==> src/rtl/irq_hub_pkg.sv <==
package irq_hub_pkg;
  localparam int NIB_W   = 4;
  localparam int TX_BIT  = 0;
  localparam int RX_BIT  = 1;

  // Bits that carry a ready level in a word serving nch channels
  function automatic logic [63:0] live_bits(input int nch);
    logic [63:0] v;
    v = '0;
    for (int c = 0; c < nch; c++) begin
      v[c*NIB_W + TX_BIT] = 1'b1;
      v[c*NIB_W + RX_BIT] = 1'b1;
    end
    return v;
  endfunction
endpackage

==> src/rtl/irq_hub_addr.sv <==
module irq_hub_addr #(
  parameter int CH_W   = 1,
  parameter int OFF_W  = 3,
  parameter int GA_W   = CH_W + OFF_W,
  parameter logic [GA_W-1:0] SEL_ADDR = GA_W'(5)
) (
  input  logic            clk,
  input  logic            rst,
  input  logic [CH_W-1:0] chan,
  input  logic [OFF_W-1:0] off,
  output logic            sel,
  output logic [GA_W-1:0] gaddr_q
);
  logic [GA_W-1:0] gaddr_c;

  always_comb begin
    gaddr_c = (GA_W'(chan) << OFF_W) + GA_W'(off);
    sel     = (gaddr_c == SEL_ADDR);
  end

  always_ff @(posedge clk) begin
    if (rst) gaddr_q <= '0;
    else     gaddr_q <= gaddr_c;
  end
endmodule

==> src/rtl/irq_hub_pack.sv <==
module irq_hub_pack
  import irq_hub_pkg::*;
#(
  parameter int NUM_CH = 2,
  parameter int DW     = NUM_CH * NIB_W
) (
  input  logic [NUM_CH-1:0] tx,
  input  logic [NUM_CH-1:0] rx,
  output logic [DW-1:0]     stat
);
  for (genvar c = 0; c < NUM_CH; c++) begin : g_nib
    always_comb begin
      stat[c*NIB_W +: NIB_W]  = '0;
      stat[c*NIB_W + TX_BIT]  = tx[c];
      stat[c*NIB_W + RX_BIT]  = rx[c];
    end
  end
endmodule

==> src/rtl/irq_hub_mask.sv <==
module irq_hub_mask
  import irq_hub_pkg::*;
#(
  parameter int NUM_CH = 2,
  parameter int DW     = NUM_CH * NIB_W
) (
  input  logic          clk,
  input  logic          rst,
  input  logic          load,
  input  logic [DW-1:0] din,
  input  logic [DW-1:0] stat,
  output logic [DW-1:0] mask_q,
  output logic          irq_n_q
);
  localparam logic [63:0]   LIVE64 = live_bits(NUM_CH);
  localparam logic [DW-1:0] LIVE   = LIVE64[DW-1:0];

  logic [DW-1:0] mask_d;

  always_comb begin
    mask_d = load ? (din & LIVE) : mask_q;
  end

  always_ff @(posedge clk) begin
    if (rst) begin
      mask_q  <= '0;
      irq_n_q <= 1'b1;
    end else begin
      mask_q  <= mask_d;
      irq_n_q <= ~|(stat & mask_d);
    end
  end
endmodule

==> src/rtl/irq_hub_top.sv <==
module irq_hub_top
  import irq_hub_pkg::*;
#(
  parameter int NUM_CH   = 2,
  parameter int OFF_W    = 3,
  parameter int SEL_GADR = 5,
  parameter int CH_W     = (NUM_CH > 1) ? $clog2(NUM_CH) : 1,
  parameter int GA_W     = CH_W + OFF_W,
  parameter int DW       = NUM_CH * NIB_W
) (
  input  logic              clk,
  input  logic              rst,
  input  logic [NUM_CH-1:0] tx_rdy,
  input  logic [NUM_CH-1:0] rx_rdy,
  input  logic [CH_W-1:0]   bus_chan,
  input  logic [OFF_W-1:0]  bus_off,
  input  logic              bus_rd,
  input  logic              bus_wr,
  input  logic [DW-1:0]     wr_data,
  output logic [DW-1:0]     rd_data,
  output logic [GA_W-1:0]   glob_addr,
  output logic              irq_n
);
  logic          sel_w;
  logic [DW-1:0] stat_w;
  logic [DW-1:0] mask_w;

  irq_hub_addr #(.CH_W(CH_W), .OFF_W(OFF_W), .GA_W(GA_W),
                 .SEL_ADDR(GA_W'(SEL_GADR))) u_addr (
    .clk(clk), .rst(rst), .chan(bus_chan), .off(bus_off),
    .sel(sel_w), .gaddr_q(glob_addr)
  );

  irq_hub_pack #(.NUM_CH(NUM_CH), .DW(DW)) u_pack (
    .tx(tx_rdy), .rx(rx_rdy), .stat(stat_w)
  );

  irq_hub_mask #(.NUM_CH(NUM_CH), .DW(DW)) u_mask (
    .clk(clk), .rst(rst), .load(bus_wr & sel_w), .din(wr_data),
    .stat(stat_w), .mask_q(mask_w), .irq_n_q(irq_n)
  );

  always_ff @(posedge clk) begin
    if (rst)                  rd_data <= '0;
    else if (bus_rd && sel_w) rd_data <= stat_w;
    else                      rd_data <= '0;
  end
endmodule

==> config.mk <==
export PLATFORM = sky130hd
export DESIGN_NAME = irq_hub_top
export DESIGN_NICKNAME = d
export VERILOG_FILES = /design/src/rtl/irq_hub_pkg.sv /design/src/rtl/irq_hub_addr.sv /design/src/rtl/irq_hub_pack.sv /design/src/rtl/irq_hub_mask.sv /design/src/rtl/irq_hub_top.sv
export SDC_FILE = /design/constraint.sdc
export NUM_CORES = 1
export LEC_CHECK = 0
export BUFFER_PORTS_ARGS = -buffer_cell sky130_fd_sc_hd__buf_2
export CAP_MARGIN = 20
export CORE_AREA = 2 2 45 47
export DETAILED_ROUTE_END_ITERATION = 8
export DIE_AREA = 0 0 47 49
export PLACE_DENSITY = 0.59
export SYNTH_ARGS = -nofsm -noshare
export SYNTH_HDL_FRONTEND = slang
export SYNTH_SLANG_ARGS = --single-unit
==> constraint.sdc <==
create_clock -name clk -period 1.3 [get_ports clk]
set_input_delay 0.195 -clock clk [delete_from_list [all_inputs] [get_ports clk]]
set_output_delay 0.195 -clock clk [all_outputs]
set_load 0.01 [all_outputs]
==> run summary, run 1 <==
* run status: finished, final reports clean
* Largest stage delay, worst path: 0.26 ns
* post-synthesis compound-gate area fraction: 4.78%
* required time of the critical path: 1.52 ns
* Layout Area Growth over Synthesis: 29.4%
* area of the placeable core: 1840 sq um
* number of setup buffers added after CTS: 0
* clock root cell: sky130_fd_sc_hd__clkbuf_4
* worst-case vdd ir drop: 264 uV
* crit-path leading delay family: simple AND/OR/NAND/NOR gates
* most instantiated flip-flop cell in the synthesis netlist: sky130_fd_sc_hd__dfxtp_1
* cell type of the slowest stage on the worst timing path: sky130_fd_sc_hd__and3_1
* share of the clock period used by the worst path after layout: 79.4%
* maximum net fanout on the critical path: 4
* Clock Skew: 0.00303 ns
* list of cells traversed by the critical path: buf_2 -> nor3b_2 -> and3_1 -> buf_4 -> mux2i_1 -> o311a_1
* CTS-repair resized insts: 0
* mean area per synthesized cell: 10.7 sq um
* post-placement cell count: 99
* leakage power of the design: 0.317 nW
* maximum level of the CTS H-tree: 1
* overall die area: 2300 sq um
* worst flop-to-flop path startpoint: u_mask.mask_q[0]
* Starting Density: 28.4%
* share of async-settable or async-resettable flops after synthesis: 0%
* worst-skew pair later-pin latency: 0.27 ns
* worst reg-to-reg path cell count: 4
* CTS tree: yes
* most used cells in the layout excluding fill and tap cells: 24 x sky130_fd_sc_hd__buf_2, 13 x sky130_fd_sc_hd__dfxtp_1, 6 x sky130_fd_sc_hd__nor2_1
* most common library cell in the layout ignoring fill and taps: sky130_fd_sc_hd__buf_2
* fraction of final layout cells with drive strength greater than 1: 42.1%
* wire length of the first global-routing pass: 1350 um
* CP Capture Type: register
* FP Rows: 16
* initial antenna violation count: 0
* EDFF count, synth: 0
* Die Height: 49 um
* cts-stage hold buffer count: 0
* Power Total: 0.723 mW
* post-route design area: 677 sq um
* first-pass iteration count of the detailed router: 2
* adder and majority gate portion of the synthesized area: 0%
* final weighted congestion in routability-driven placement: 0.699
* power density over the cells: 1070 nW/um^2
* flop and latch count out of synthesis: 13
* worst hold stages: 2
* clock-pin slew reported for the worst setup and hold paths after clock tree synthesis: 0.07 ns
* largest net degree at the start of global routing: 14
* final hold violations: 0
* endpoints failing setup: 0
* via count of the first global-routing pass: 330
* Num CTS Buffers: 3
* post-detailed-routing wire length: 865 um
* main combinational cell family by area after synthesis: simple AND/OR/NAND/NOR gates
* post-detailed-placement half-perimeter wirelength: 690 um
* GRT Util Overall: 8.30%
* total grt overflow: 0
* CP Launch Type: input port
* die extent in x: 47 um
* Post-Synth XOR/XNOR Area: 0%
* Clock Sink Count: 13
* Max Clk Rate: 0.969 GHz
* vias per cell: 3.77
* maximum capacitance violations: 0
* standard cell area after detailed placement: 651 sq um
* number of vias after detailed routing: 388
* number of inserted filler cells in the final layout: 203
* DRC Markers: 0
* Syn. warnings: 0
* drt wl/cell: 8.40 um
* multiplexer share of the synthesized area: 11.7%
* Hold/Removal Path Class: in2reg
* reg-to-reg endpoint: u_mask.irq_n_q
* Hold Path Origin: rx_rdy[0]
* Distinct cells, synth: 17
* sequential share of the synthesized area: 49.8%
* Buffers on Ports: 24
* count of nets left with antenna violations after detail routing: 0
* number of pins with negative max-slew slack in the final report: 0
* simple-gate share of the synthesized area: 22.2%
* 1st-iter DRT viols: 1
* post-layout minimum cycle time: 1.03 ns
* worst reg-to-reg setup slack: 0.39 ns
* kind of critical path: in2reg
* endpoint arrival time on the critical path: 1.26 ns
* fin nets: 97
* number of antenna cells inserted: 0
* Worst Hold Endpoint: rd_data[1]
* CP bufs+invs: 2
* cell count after synthesis: 49
* Netlist Area Pre-Place: 523 sq um
* critical path launch point: bus_off[1]
* unrepaired setup endpoints after global routing: false
* non-filler instance count after layout: 103
* Top Ports: 33
* buffer depth of the longest clock path: 2
power by group:
group	switching (mW)	internal, mW	total [mW]
combinational	0.0346	0.0347	0.0693
clock	0.125	0.119	0.244
sequential	0.00231	0.407	0.410
metrics by stage:
stage | util (%) | TNS [ns] | hold WS (ns) | setup slack [ns]
6_report | 36.8 | 0 | 0.132 | 0.268
5_1_grt | 36.8 | 0 | 0.132 | 0.164
4_1_cts | 36.8 | 0 | 0.129 | 0.254
3_5_place_dp | 35.3 | -0.0232 | 0.416 | -0.0232
3_3_place_gp | 35.3 | -0.0378 | 0.417 | -0.0378
2_1_floorplan | - | 0 | 0.274 | 0.119
how the worst max path moves through the flow:
stage | endpoint | slack, ns | cells after the start
after global routing | u_mask.irq_n_q | 0.16 | 6
final | u_mask.irq_n_q | 0.27 | 6
after CTS | u_mask.irq_n_q | 0.25 | 6
after floorplan | u_mask.irq_n_q | 0.12 | 5
after global placement | u_mask.irq_n_q | -0.04 | 6
after detailed placement | u_mask.irq_n_q | -0.02 | 6
worst register-to-register path, stage by stage (launching register included):
cell and delay, ns:
sky130_fd_sc_hd__dfxtp_1 0.32, sky130_fd_sc_hd__a22oi_1 0.19, sky130_fd_sc_hd__nor2_1 0.06, sky130_fd_sc_hd__mux2i_1 0.12, sky130_fd_sc_hd__o311a_1 0.17
layer usage:
metal | wire (um) | global-route usage (%)
met1 | 331 | 8.20
met2 | 455 | 13.9
met3 | 59 | 1.48
met4 | 17 | 6.94
met5 | 0 | 0
synth_stat cells (all sizes together), types with 2 or more instances:
master	number	area share, %
and3	2	2.6
buf	6	10
and2	4	4.8
nand3b	2	2.9
dfxtp	13	50
nor2b	4	5.3
nor2	6	4.3
mux2i	5	9.6
a22oi	2	2.9
layout make-up:
| cell class | instances | area (sq um) | share of cell area [%] |
|---|---|---|---|
| clock buffer | 4 | 26.3 | 3.88 |
| inverter | 1 | 3.75 | 0.555 |
| multi-input combinational | 32 | 218 | 32.2 |
| sequential | 13 | 260 | 38.4 |
| tap | 27 | 33.8 | 4.99 |
| timing repair buffer | 26 | 135 | 20.0 |
logic make-up (layout without fill, tap and decap cells):
family          count (synthesis)  in the layout
mux                             6              6
flops                          13             13
compound gates                  3              3
other cells                     1              4
buf+inv                         7             31
simple gates                   19             19
registers in the layout, summed over array words and instances (netlist names):
signal / cells
u_addr.gaddr_q: 4
rd_data: 4
u_mask.irq_n_q: 1
u_mask.mask_q: 4
Note: power is estimated with default switching activity, not from simulation.
==> run 2: changes to the inputs <==
--- a/config.mk
+++ b/config.mk
@@ -5,12 +5,13 @@
 export SDC_FILE = /design/constraint.sdc
 export NUM_CORES = 1
 export LEC_CHECK = 0
+export ABC_AREA = 1
 export BUFFER_PORTS_ARGS = -buffer_cell sky130_fd_sc_hd__buf_2
 export CAP_MARGIN = 20
-export CORE_AREA = 2 2 45 47
+export CORE_AREA = 2 2 46 48
 export DETAILED_ROUTE_END_ITERATION = 8
-export DIE_AREA = 0 0 47 49
-export PLACE_DENSITY = 0.59
+export DIE_AREA = 0 0 48 50
+export PLACE_DENSITY = 0.57
 export SYNTH_ARGS = -nofsm -noshare
 export SYNTH_HDL_FRONTEND = slang
 export SYNTH_SLANG_ARGS = --single-unit
==> constraint.sdc (replaced) <==
create_clock -name clk -period 1 [get_ports clk]
set_input_delay 0.15 -clock clk [delete_from_list [all_inputs] [get_ports clk]]
set_output_delay 0.15 -clock clk [all_outputs]
set_load 0.01 [all_outputs]
==> run summary, run 2 <==
* Layout Area Growth over Synthesis: 30.9%
* CTS-repair resized insts: 0, unchanged
* most instantiated flip-flop cell in the synthesis netlist: sky130_fd_sc_hd__dfxtp_1
* leakage power of the design: 0.403 nW, +27%
* count of nets left with antenna violations after detail routing: 0, unchanged
* clock-pin slew reported for the worst setup and hold paths after clock tree synthesis: 0.08 ns, about the same
* first-pass iteration count of the detailed router: 4, +2
* EDFF count, synth: 0, unchanged
* fin nets: 120, +24%
* utilization after layout: 36.5%, -0.24 points
* Clock Skew: 0.000386 ns, -0.00265 ns
* post-detailed-routing wire length: 1040 um, +20%
* cts-stage hold buffer count: 0, unchanged
* unrepaired setup endpoints after global routing: false
* CP Launch Type: register
* area of the multi-input gates: 179 sq um, -18%
* GRT Util Overall: 10.2%, +1.9 points
* final hold violations: 0, unchanged
* share of the clock period used by the worst path after layout: 85.9%
* Netlist Area Pre-Place: 531 sq um, +1.4%
* number of setup buffers added after CTS: 0, unchanged
* list of cells traversed by the critical path: buf_2
* CP bufs+invs: 1, -1
* cell type of the slowest stage on the worst timing path: sky130_fd_sc_hd__dfxtp_1
* largest area contributor in the synthesized netlist: sky130_fd_sc_hd__dfxtp_1
* power density over the cells: 1400 nW/um^2, +31%
* cell count after synthesis: 72, +47%
* crit-path leading delay family: flip-flops
* initial antenna violation count: 0, unchanged
* fraction of final layout cells with drive strength greater than 1: 30.3%, -12 points
* required time of the critical path: 0.85 ns, -0.67 ns
* area share of the largest cell type after synthesis: 49.1%, -0.70 points
* largest registers: rd_data (4), u_addr.gaddr_q (4), u_mask.mask_q (4)
* maximum capacitance violations: 0, unchanged
* post-layout minimum cycle time: 0.859 ns
* 1st-iter DRT viols: 6, +5
* Die Height: 50 um, +2.0%
* run status: finished, final reports clean
* via count of the first global-routing pass: 429, +30%
* die extent in x: 48 um, +2.1%
* FP Rows: 16, unchanged
* Max Clk Rate: 1.16 GHz
* worst-skew pair later-pin latency: 0.28 ns, about the same
* vias per cell: 3.93, +4.3%
* top-count cell post-synth: sky130_fd_sc_hd__inv_1
* share of async-settable or async-resettable flops after synthesis: 0%, unchanged
* Starting Density: 27.9%, -0.50 points
* most common library cell in the layout ignoring fill and taps: sky130_fd_sc_hd__buf_2
* final weighted congestion in routability-driven placement: 0.783, +12%
* buffer depth of the longest clock path: 2, unchanged
* area of the placeable core: 1900 sq um, +3.3%
* worst-case vdd ir drop: 393 uV, +49%
* mean area per synthesized cell: 7.37 sq um, -31%
* maximum net fanout on the critical path: 1, -3
* most used cells in the layout excluding fill and tap cells: 24 x sky130_fd_sc_hd__buf_2, 18 x sky130_fd_sc_hd__inv_1, 13 x sky130_fd_sc_hd__dfxtp_1
* CP Capture Type: primary output
* wire length of the first global-routing pass: 1620 um, +20%
* list of most frequent post-synthesis cells: 18 x sky130_fd_sc_hd__inv_1, 13 x sky130_fd_sc_hd__dfxtp_1, 12 x sky130_fd_sc_hd__nor2_1
* CTS tree: yes
* endpoint arrival time on the critical path: 0.71 ns, -0.55 ns
* Num CTS Buffers: 3, unchanged
* number of vias after detailed routing: 495, +28%
* most area-consuming cells after synthesis: sky130_fd_sc_hd__dfxtp_1 49%, sky130_fd_sc_hd__inv_1 13%, sky130_fd_sc_hd__nor2_1 8.5%
* flop and latch count out of synthesis: 13, unchanged
* Largest stage delay, worst path: 0.31 ns, +0.05 ns
* number of pins with negative max-slew slack in the final report: 0, unchanged
* number of antenna cells inserted: 0, unchanged
* Hold Slack: 0.0823 ns, -0.0496 ns
* Top Ports: 33, unchanged
* largest net degree at the start of global routing: 9, -5
* kind of critical path: reg2out
* Distinct cells, synth: 12, -5
* endpoints failing setup: 0, unchanged
* drt wl/cell: 8.25 um, -1.7%
* maximum level of the CTS H-tree: 1, unchanged
* overall die area: 2400 sq um, +4.2%
* Buffers on Ports: 24, unchanged
* Syn. warnings: 0, unchanged
* number of inserted filler cells in the final layout: 224, +10%
* clock root cell: sky130_fd_sc_hd__clkbuf_4
* Hold/Removal Path Class: in2reg
* total grt overflow: 0, unchanged
* sequential share of the synthesized area: 49.1%, -0.70 points
* Clock Sink Count: 13, unchanged
* sequential cell area: 260 sq um, unchanged
* DRC Markers: 0, unchanged
* post-detailed-placement half-perimeter wirelength: 817 um, +18%
## run 2: cell types whose count changed after synthesis, sizes merged, moves of 2 or more
cell / change
nor2: +7
nand3: +5
inv: +17
nand3b: -2
and2: -4
nand4: +5
a22oi: -2
nand2: +11
nor2b: -4
and3: -2
mux2i: -5
## run 2: final timing paths
kind / startpoint / end / slack, ns / depth (start not counted)
min reg2reg: u_mask.mask_q[1] / u_mask.mask_q[1] / 0.52 / 4
min: bus_off[0] / u_addr.gaddr_q[0] / 0.08 / 3
max reg2reg: u_mask.mask_q[1] / u_mask.irq_n_q / 0.28 / 5
max: rd_data[4] / rd_data[4] / 0.14 / 1
## run 2: kinds of logic after synthesis
group | Yosys count | synth area share (%)
AND/OR/NAND/NOR | 34 | 30.0
buffers and inverters | 23 | 19.3
AO/OA/AOI/OAI | 1 | 0.942
flip-flops | 13 | 49.1
other | 1 | 0.707
## run 2: layout make-up
class | count | area share (%)
inverters | 18 | 9.73
clock buffers | 4 | 3.78
flip-flops and latches | 13 | 37.5
multi-input cells | 39 | 25.8
well taps | 27 | 4.86
repair buffers | 25 | 18.4
## run 2: metal layers
layer	vias up	GRT usage, %	wire [um]
met5	-	0	0
met3	4	2.20	65
met1	215	10.0	414
li1	260	-	-
met2	16	15.8	509
met4	0	10.8	51
## run 2: metrics by stage
stage                     setup WS (ns)  TNS [ns]  cells  instance area (sq um)  power (mW)
after floorplan                   0.227         0     75                    542       0.613
after global placement         0.000308         0    122                    668       0.657
final                             0.141         0    126                    694       0.971
after global routing             0.0779         0    126                    694        1.03
after CTS                         0.131         0    126                    694       0.982
after detailed placement        -0.0118   -0.0118    122                    668       0.658
## run 2: power breakdown
| group | leakage, nW | switching [mW] | internal, mW | total (mW) |
|---|---|---|---|---|
| registers | 0.106 | 0.00289 | 0.532 | 0.535 |
| logic | 0.282 | 0.0649 | 0.0455 | 0.110 |
| clock network | 0.0150 | 0.171 | 0.155 | 0.326 |
==> run 3: changes to the inputs <==
--- a/config.mk
+++ b/config.mk
@@ -8,10 +8,12 @@
 export ABC_AREA = 1
 export BUFFER_PORTS_ARGS = -buffer_cell sky130_fd_sc_hd__buf_2
 export CAP_MARGIN = 20
-export CORE_AREA = 2 2 46 48
+export CELL_PAD_IN_SITES_DETAIL_PLACEMENT = 0
+export CELL_PAD_IN_SITES_GLOBAL_PLACEMENT = 1
+export CORE_AREA = 2 2 49 51
 export DETAILED_ROUTE_END_ITERATION = 8
-export DIE_AREA = 0 0 48 50
-export PLACE_DENSITY = 0.57
+export DIE_AREA = 0 0 51 53
+export PLACE_DENSITY_LB_ADDON = 0.1
 export SYNTH_ARGS = -nofsm -noshare
 export SYNTH_HDL_FRONTEND = slang
 export SYNTH_SLANG_ARGS = --single-unit
==> run summary, run 3 (synthesized netlist as in run 2, its figures left out) <==
* die extent in x: 51 um, +6.3%
* switching power summed over all nets: 0.240 mW, +0.38%
* run status: finished, final reports clean
* CP bufs+invs: 1, unchanged
* Worst Hold Endpoint: u_addr.gaddr_q[2]
* maximum capacitance violations: 0, unchanged
* largest registers: rd_data (4), u_addr.gaddr_q (4), u_mask.mask_q (4)
* Power Total: 0.978 mW, +0.71%
* final hold violations: 0, unchanged
* minimum setup slack after placement: -0.0339 ns, -0.0220 ns
* required time of the critical path: 0.85 ns, about the same
* number of setup buffers added after CTS: 0, unchanged
* clock-pin slew reported for the worst setup and hold paths after clock tree synthesis: 0.08 ns, about the same
* Starting Density: 24.7%, -3.2 points
* wire length of the first global-routing pass: 1930 um, +19%
* Levels on crit path: 1, unchanged
* part of the total power dissipated in sequential elements: 54.6%, -0.5 points
* CP Launch Type: register
* DRC Markers: 0, unchanged
* via count of the first global-routing pass: 472, +10%
* combinational group share of total power: 12.2%, +0.8 points
* number of antenna cells inserted: 0, unchanged
* endpoints failing setup: 0, unchanged
* buffer depth of the longest clock path: 2, unchanged
* post-layout minimum cycle time: 0.852 ns, -0.00718 ns
* worst flop-to-flop path startpoint: u_mask.mask_q[4]
* Layout Area Growth over Synthesis: 35.4%
* Largest stage delay, worst path: 0.31 ns, about the same
* cell type of the slowest stage on the worst timing path: sky130_fd_sc_hd__dfxtp_1
* most used cells in the layout excluding fill and tap cells: 24 x sky130_fd_sc_hd__buf_2, 18 x sky130_fd_sc_hd__inv_1, 13 x sky130_fd_sc_hd__dfxtp_1
* CP Capture Type: primary output
* Buffers on Ports: 24, unchanged
* worst-skew pair later-pin latency: 0.27 ns, about the same
* Sw Ratio: 24.5%, -0.080 points
* total grt overflow: 0, unchanged
* Clock Skew: 0.00171 ns, +0.00132 ns
* fin nets: 123, +2.5%
* FP Rows: 17, +1
* non-filler instance count after layout: 130, +3.2%
* Num CTS Buffers: 3, unchanged
* Hold/Removal Path Class: in2reg
* kind of critical path: reg2out
* Max Clk Rate: 1.17 GHz, +0.84%
* largest net degree at the start of global routing: 9, unchanged
* leakage power of the design: 0.419 nW, +3.9%
* number of pins with negative max-slew slack in the final report: 0, unchanged
* part of the power in the clock network: 33.2%, -0.4 points
* area of the placeable core: 2150 sq um, +13%
* 1st-iter DRT viols: 6, unchanged
* number of vias after detailed routing: 491, -0.81%
* endpoint arrival time on the critical path: 0.70 ns, about the same
* count of nets left with antenna violations after detail routing: 0, unchanged
* power density over the cells: 1360 nW/um^2, -2.6%
* final setup margin: 0.148 ns, +0.00718 ns
* maximum level of the CTS H-tree: 1, unchanged
* Clock Sink Count: 13, unchanged
* CTS-repair resized insts: 0, unchanged
* number of inserted filler cells in the final layout: 253, +13%
* overall die area: 2700 sq um, +13%
* worst reg-to-reg setup slack: 0.28 ns, about the same
* list of cells traversed by the critical path: buf_2
* first-pass iteration count of the detailed router: 4, unchanged
* Hold Path Origin: bus_off[2]
* reg-to-reg endpoint: u_mask.irq_n_q
* CTS tree: yes
* most common library cell in the layout ignoring fill and taps: sky130_fd_sc_hd__buf_2
* crit-path leading delay family: flip-flops
* Die Height: 53 um, +6.0%
* initial antenna violation count: 0, unchanged
* post-placement cell count: 126, +3.3%
* clock root cell: sky130_fd_sc_hd__clkbuf_4
* unrepaired setup endpoints after global routing: false
* fraction of final layout cells with drive strength greater than 1: 32.4%, +2.0 points
* share of the clock period used by the worst path after layout: 85.2%, -0.72 points
* drt wl/cell: 8.95 um, +8.5%
* utilization after layout: 33.4%, -3.1 points
* post-detailed-routing wire length: 1160 um, +12%
* vias per cell: 3.78, -3.9%
* worst hold stages: 3, unchanged
* worst-case vdd ir drop: 516 uV, +31%
* worst reg-to-reg path cell count: 5, unchanged
* Hold Slack: 0.0884 ns, +0.00604 ns
* internal cell power: 0.738 mW, +0.81%
* Top Ports: 33, unchanged
* final weighted congestion in routability-driven placement: 0.759, -3.2%
* cts-stage hold buffer count: 0, unchanged
* maximum net fanout on the critical path: 1, unchanged
* post-detailed-placement half-perimeter wirelength: 936 um, +15%
* GRT Util Overall: 10.3%, +0.066 points
[run 3: changes by cell type in the layout (fill, tap and decap cells not counted), sizes merged]
cell  delta
buf      +3
[run 3: layout make-up]
type | instances | area (sq um) | area share, %
repair buffers | 28 | 150 | 20.9
clock buffers | 4 | 26.3 | 3.66
flip-flops and latches | 13 | 260 | 36.2
multi-input cells | 39 | 179 | 24.9
well taps | 28 | 35.0 | 4.88
inverters | 18 | 67.6 | 9.41
[run 3: how the worst max path moves through the flow]
stage / from / end / slack [ns]
CTS: u_addr.gaddr_q[0] / glob_addr[0] / 0.13
global route: rd_data[0] / rd_data[0] / 0.1
global placement: bus_off[1] / u_mask.irq_n_q / -0.04
floorplan: bus_off[0] / u_mask.irq_n_q / 0.23
detailed placement: bus_off[1] / u_mask.irq_n_q / -0.03
finish: u_addr.gaddr_q[0] / glob_addr[0] / 0.15
[run 3: per-layer routing]
layer | GRT usage [%] | vias up | wire length [um]
met3 | 2.26 | 2 | 58
met2 | 16.5 | 13 | 606
met1 | 10.8 | 211 | 471
met4 | 10.8 | 0 | 27
li1 | - | 265 | -
met5 | 0 | - | 0
[run 3: power groups by stage]
stage                     logic [mW]  clock network, mW  registers (mW)
after floorplan               0.0586                  0           0.554
after global placement         0.120                  0           0.547
after detailed placement       0.120                  0           0.547
after CTS                      0.121              0.345           0.535
after global routing           0.135              0.374           0.536
final                          0.119              0.325           0.535
[run 3: through the flow]
step                TNS [ns]  instance area (sq um)
CTS                        0                    718
floorplan                  0                    542
detailed placement   -0.0339                    692
global route               0                    718
finish                     0                    718
global placement     -0.0411                    692
